**config.mk**
```make
export PLATFORM = sky130hd
export DESIGN_NAME = lock_rmw_arbiter
export DESIGN_NICKNAME = d
export VERILOG_FILES = /design/src/rtl/lock_rmw_arbiter.sv
export SDC_FILE = /design/constraint.sdc
export NUM_CORES = 1
export LEC_CHECK = 0
export ABC_AREA = 1
export CAP_MARGIN = 10
export CORE_MARGIN = 1
export CORE_UTILIZATION = 45
export CTS_CLUSTER_DIAMETER = 30
export DETAILED_ROUTE_END_ITERATION = 8
export DONT_BUFFER_PORTS = 1
export PLACE_DENSITY = 0.65
export SLEW_MARGIN = 20
export SYNTH_ARGS = -nofsm -noshare
export SYNTH_HDL_FRONTEND = slang
export SYNTH_SLANG_ARGS = --single-unit
```
**constraint.sdc**
```tcl
create_clock -name clk -period 5 [get_ports clk]
set_clock_uncertainty 0.1 [all_clocks]
set_input_delay 0.5 -clock clk [delete_from_list [all_inputs] [get_ports clk]]
set_output_delay 0.5 -clock clk [all_outputs]
set_load 0.01 [all_outputs]
```
**src/rtl/lock_rmw_arbiter.sv**
```systemverilog
`timescale 1ns/1ps
module lock_rmw_arbiter #(
  parameter int NPORT = 3,
  parameter int AW    = 8,
  parameter int DW    = 16,
  parameter int WBD   = 2
) (
  input  logic                  clk,
  input  logic                  rst,
  input  logic [NPORT-1:0]      req_valid,
  input  logic [NPORT-1:0]      req_write,
  input  logic [NPORT-1:0]      req_lock,
  input  logic [NPORT-1:0]      req_xchg,
  input  logic [NPORT-1:0]      req_local,
  input  logic [NPORT*AW-1:0]   req_addr,
  input  logic [NPORT*DW-1:0]   req_wdata,
  output logic [NPORT-1:0]      req_ready,
  output logic [DW-1:0]         rsp_data,
  output logic                  mem_req,
  output logic                  mem_we,
  output logic [AW-1:0]         mem_addr,
  output logic [DW-1:0]         mem_wdata,
  input  logic [DW-1:0]         mem_rdata,
  input  logic                  mem_done,
  output logic [((NPORT>1)?$clog2(NPORT):1)-1:0] gnt_port,
  output logic                  lock_active,
  output logic [((NPORT>1)?$clog2(NPORT):1)-1:0] lock_owner,
  output logic                  drain_active
);
  localparam int PW   = (NPORT > 1) ? $clog2(NPORT) : 1;
  localparam int CW   = $clog2(WBD + 1);
  localparam int PTRW = (WBD > 1) ? $clog2(WBD) : 1;
  localparam int EW   = AW + DW;

  logic [NPORT-1:0] lk, rd_bus, wr_bus, lrd_bus, post_ok, wb_empty, wb_full, cand;
  logic [EW-1:0]    wb_head [NPORT];
  logic             busy, cur_drain, cur_we, found, lock_wait, all_empty, done_now;
  logic [PW-1:0]    cur, last, pick;
  logic [AW-1:0]    cur_addr;
  logic [DW-1:0]    cur_data;

  assign lk        = req_lock | req_xchg;
  assign rd_bus    = req_valid & ~req_write & ~req_local;
  assign wr_bus    = req_valid &  req_write & ~req_local;
  assign lrd_bus   = rd_bus & lk;
  assign all_empty = &wb_empty;
  assign lock_wait = (|lrd_bus) && !lock_active;
  assign drain_active = lock_wait && !all_empty;
  assign done_now  = busy && mem_done;

  assign mem_req   = busy;
  assign mem_we    = cur_we;
  assign mem_addr  = cur_addr;
  assign mem_wdata = cur_data;
  assign gnt_port  = cur;
  assign rsp_data  = mem_rdata;

  for (genvar i = 0; i < NPORT; i++) begin : g_port
    logic [EW-1:0]   q [WBD];
    logic [PTRW-1:0] rp, wp;
    logic [CW-1:0]   cnt;
    logic            push, pop;

    assign wb_empty[i] = (cnt == '0);
    assign wb_full[i]  = (cnt == CW'(WBD));
    assign wb_head[i]  = q[rp];
    assign post_ok[i]  = wr_bus[i] && !lock_active && !lock_wait && !wb_full[i];
    assign push        = post_ok[i];
    assign pop         = done_now && cur_drain && (cur == PW'(i));
    assign cand[i]     = lock_active ? ((lock_owner == PW'(i)) && wr_bus[i])
                                     : (!wb_empty[i] || (rd_bus[i] && (!lk[i] || all_empty)));
    assign req_ready[i] = (req_valid[i] && req_local[i]) || post_ok[i] ||
                          (done_now && !cur_drain && (cur == PW'(i)));

    always_ff @(posedge clk) begin
      if (rst) begin
        rp  <= '0;
        wp  <= '0;
        cnt <= '0;
      end else begin
        if (push) begin
          q[wp] <= {req_addr[i*AW +: AW], req_wdata[i*DW +: DW]};
          wp    <= (wp == PTRW'(WBD - 1)) ? '0 : wp + 1'b1;
        end
        if (pop) rp <= (rp == PTRW'(WBD - 1)) ? '0 : rp + 1'b1;
        cnt <= cnt + CW'(push) - CW'(pop);
      end
    end

    a_r3_no_overflow: assert property (@(posedge clk) disable iff (rst)
      cnt <= CW'(WBD)) else $error("R3 write FIFO overflow on port %0d", i);

    a_r7_no_foreign_post: assert property (@(posedge clk) disable iff (rst)
      (lock_active && lock_owner != PW'(i)) |-> !(req_ready[i] && wr_bus[i]))
      else $error("R7 foreign write accepted during lock, port %0d", i);
  end

  always_comb begin
    found = 1'b0;
    pick  = last;
    for (int k = 1; k <= NPORT; k++) begin
      if (!found && cand[(int'(last) + k) % NPORT]) begin
        found = 1'b1;
        pick  = PW'((int'(last) + k) % NPORT);
      end
    end
  end

  always_ff @(posedge clk) begin
    if (rst) begin
      busy        <= 1'b0;
      cur         <= '0;
      last        <= PW'(NPORT - 1);
      cur_drain   <= 1'b0;
      cur_we      <= 1'b0;
      cur_addr    <= '0;
      cur_data    <= '0;
      lock_active <= 1'b0;
      lock_owner  <= '0;
    end else if (busy) begin
      if (mem_done) begin
        busy <= 1'b0;
        if (lock_active && cur_we) lock_active <= 1'b0;
      end
    end else if (found) begin
      busy <= 1'b1;
      cur  <= pick;
      last <= pick;
      if (!wb_empty[pick] && !lock_active) begin
        cur_drain <= 1'b1;
        cur_we    <= 1'b1;
        cur_addr  <= wb_head[pick][EW-1 -: AW];
        cur_data  <= wb_head[pick][DW-1:0];
      end else begin
        cur_drain <= 1'b0;
        cur_we    <= req_write[pick];
        cur_addr  <= req_addr[int'(pick)*AW +: AW];
        cur_data  <= req_wdata[int'(pick)*DW +: DW];
        if (!req_write[pick] && lk[pick]) begin
          lock_active <= 1'b1;
          lock_owner  <= pick;
        end
      end
    end
  end

  a_r4_drained_before_lock: assert property (@(posedge clk) disable iff (rst)
    $rose(lock_active) |-> all_empty) else $error("R4 lock taken with posted writes pending");

  a_r5_owner_only: assert property (@(posedge clk) disable iff (rst)
    (lock_active && mem_req) |-> (gnt_port == lock_owner)) else $error("R5 foreign grant while locked");

  a_r9_hold: assert property (@(posedge clk) disable iff (rst)
    (mem_req && !mem_done) |=> (mem_req && $stable(mem_addr) && $stable(gnt_port)))
    else $error("R9 transaction changed before completion");

  a_r9_turnaround: assert property (@(posedge clk) disable iff (rst)
    (mem_req && mem_done) |=> !mem_req) else $error("R9 missing turnaround cycle");

  a_r8_local_no_bus: assert property (@(posedge clk) disable iff (rst)
    (!mem_req && !(|cand)) |=> !mem_req) else $error("R8 bus started with no bus request");
endmodule

```
==> results.yml <==
clocking:
  cts_root_buf: "clkbuf_16"
  worstSkewPairLatency_ns: 0.43
  cts_made_buffers: 17
  cts_tree: "done"
  cts.sinks: 192
  h-tree-depth: 4
  holdBufCountCts: 0
  clkTransAtPathRegs_ns: 0.07
  post_cts_buffers: 0
  clockBufferDepth: 2
  cts_resized: 0
synthesis:
  synth_top_area_share_pct: 47.70
  synth_common_cells: "nand2_1 (191), edfxtp_1 (144), nand3_1 (103)"
  synth_fa_ha_area_share_pct: 1.104
  synth-edff-count: 144
  ys_warn_count: 0
  synth-xor-area-share_pct: 0.5797
  synth.area.top_cells: "edfxtp_1 (48%), dfxtp_1 (11%), mux2i_1 (8.0%)"
  synth_top_family_by_area: "simple AND/OR/NAND/NOR gates"
  yosys.area_share.simple_pct: 19.68
  yosysMostFrequentCell: "nand2_1"
  syn_area_per_cell_sq_um: 10.06
  synth_compound_area_share_pct: 5.700
  synth_nets: 1015
  synthCells: 901
  ys_ff_latch: 192
  yosysTopAreaCell: "edfxtp_1"
  yosysSeqAreaShare_pct: 58.30
  synth_ff_type: "edfxtp_1"
  synthMuxAreaShare_pct: 7.950
  async_flop_share_pct: 0
  yosysUniqueCellTypes: 41
  syn_area_sq_um: 9065
status:
  status: "finished, final reports clean"
power_and_ir_drop:
  switching_power_uw: 3055
  vdd_drop_max_uv: 574.2
  p_comb_share_pct: 50.1
  p_sw_share_pct: 46.19
  p_int_uw: 3558
  p_leak_uw: 0.003621
  power.share.sequential_pct: 29.1
  p_total_uw: 6613
  power_density_nw_per_um2: 676.5
  clockPowerShare_pct: 20.8
placement:
  hpwl_um: 14360
  place.gp.congestion: 0.8813
  port_buffers: 0
global_routing:
  grt_pass1_vias: 5898
  grt_max_degree: 54
  gr-usage-met2_pct: 35.60
  use_met3_pct: 7.597
  antenna_found_initial: 0
  grt_pass1_wl_um: 33750
  track_usage_pct: 22.31
  grt_overflow: 0
  use_met1_pct: 28.58
  top_usage_layer: "met2"
floorplanning:
  core_area_sq_um: 19590
  io_pins: 157
  initial_core_util_pct: 46.27
  die_area_sq_um: 20720
  rows: 51
  die_y_um: 143.9
  die_w_um: 143.9
layout:
  drive_gt1_share_pct: 9.740
  multi_input_area_sq_um: 3194
  final.fill_count: 1774
  syn2layout_area_growth_pct: 7.840
  diodes: 0
  seqCellArea_sq_um: 5289
  final_net_count: 984
critical_path:
  critPathRequiredTime_ns: 5.27
  worstSetupPathType: "flip-flop to flip-flop"
  arrival_ns: 4.38
  reg2reg_from: "gnt_port[0]$_SDFFE_PP0P_"
  critPathCaptureType: "flip-flop"
  cpPeakStageDelay_ns: 0.73
  slowest_stage: "nand2_1"
  cpMostUsedCell: "nand2_1"
  start_kind: "flip-flop"
  critical_path_peak_fanout: 27
  critical_path.cell_chain: "inv_1 > ha_1 > inv_1 > nand3_1 > nand2_1 > nand2_1 > nand3_1 > nand2_1 > nand2_1 > nand3_1 > nand2_2 > nand2_1 > o21ai_2 > inv_1 > nor2_1 > nor2_1 > nor2_1"
  cp-startpoint: "gnt_port[0]$_SDFFE_PP0P_"
route:
  drc_errors: 0
  first_pass_iters: 7
  vias: 6220
  drtIter0Drc: 364
  wirelength_um: 22060
  wl_per_cell_um: 19.22
  antenna_left: 0
  viasPerCell: 5.418
timing:
  drv_slew: 0
  holdWs_ns: 0.02976
  fin_crit_sh_pct: 82.20
  layout_min_cycle_time_ns: 4.110
  max_slew.worst_pin.slew_ns: 0.9918
  rsz0062_at_grt: "no"
  setup_viol: 0
  hold_viol_final: 0
  timing.fmax_mhz: 243.3
  slew_headroom_pct: 33.72
  fin_tns_setup_ns: 0
min_path:
  worstHoldPathType: "input pin to flip-flop"
  holdCritStartpoint: "rst"
run:
  maxCapViolCount: 0
worst max-delay path, delay by kind of cell, from the launching register on:
kind	cells	cell delay [ns]
buffers and inverters	3	0.40
and+or+nand+nor	12	2.15
DFF	1	0.52
adders and majority gates	1	0.43
AOI/OAI and AO/OA	1	0.42
final timing paths:
path              slack, ns  depth (start not counted)                         end
setup / recovery       0.89                         17  lock_owner[1]$_SDFFE_PP0P_
setup reg to reg       0.89                         17  lock_owner[1]$_SDFFE_PP0P_
hold reg to reg        0.36                          2   g_port[1].wp$_SDFFE_PP0P_
hold / removal         0.03                          1                   flip-flop
cells by family (layout without fill, tap and decap cells):
group                    Yosys count  after routing
AND/OR/NAND/NOR                  398            398
flip-flops                       192            192
buffers and inverters            128            110
AO/OA/AOI/OAI                     97             97
multiplexers                      72             72
adder cells (fa/ha/maj)            8              8
XOR/XNOR                           6              6
flip-flops by register name, summed over array words and instances (netlist names), 2 cells and up, named ones only:
name        count
g_port.q      144
mem_wdata      16
mem_addr        8
g_port.cnt      6
g_port.rp       3
g_port.wp       3
gnt_port        2
lock_owner      2
stage by stage:
stage	instances	cell area (sq um)	setup slack, ns	utilization [%]
6_report	1148	9776	0.8900	49.90
3_3_place_gp	1116	9170	0.9744	46.81
4_1_cts	1148	9776	0.8550	49.90
3_5_place_dp	1116	9170	0.8773	46.81
2_1_floorplan	901	9065	1.277	-
5_1_grt	1148	9776	0.4145	49.90
per-layer routing:
layer	wire (um)	vias up	share of wire, %
li1	-	3006	-
met1	9325	2973	42
met2	10440	218	47
met3	1964	23	8.9
met4	328	0	1.5
met5	0	-	0
placed cells by master, fill, tap and decap left out, types with 3 or more instances in the layout:
cell type and n:
nand4_1 4, nand2_2 17, dfxtp_2 3, xor2_1 3, inv_1 61, o21ai_1 27
clkinvlp_4 4, nand3_1 103, edfxtp_1 144, mux2i_1 72, nor2_2 6, nor3_1 7
nand2_1 191, nand3_2 5, o21ai_0 55, xnor2_1 3, or2_1 3, buf_4 11
a21oi_1 7, clkbuf_1 3, clkinv_2 3, nor2_4 3, ha_1 8, inv_2 3
dfxtp_1 45, nor2_1 51, clkbuf_16 19
area by class of cell:
class	instances	area share (%)
repair buffers	12	1.050
clock inverters	9	1.075
multi-input cells	581	32.68
well taps	265	3.392
clock buffers	23	5.120
inverters	66	2.585
flip-flops and latches	192	54.10
power groups by stage:
stage	combinational [uW]	sequential [uW]	clock [uW]
floorplan	2680	1910	0
detailed placement	3290	1960	0
CTS	3320	1930	1390
finish	3310	1920	1380
global route	3730	1930	1460
global placement	3270	1960	0
(Power assumes the default switching activity.)
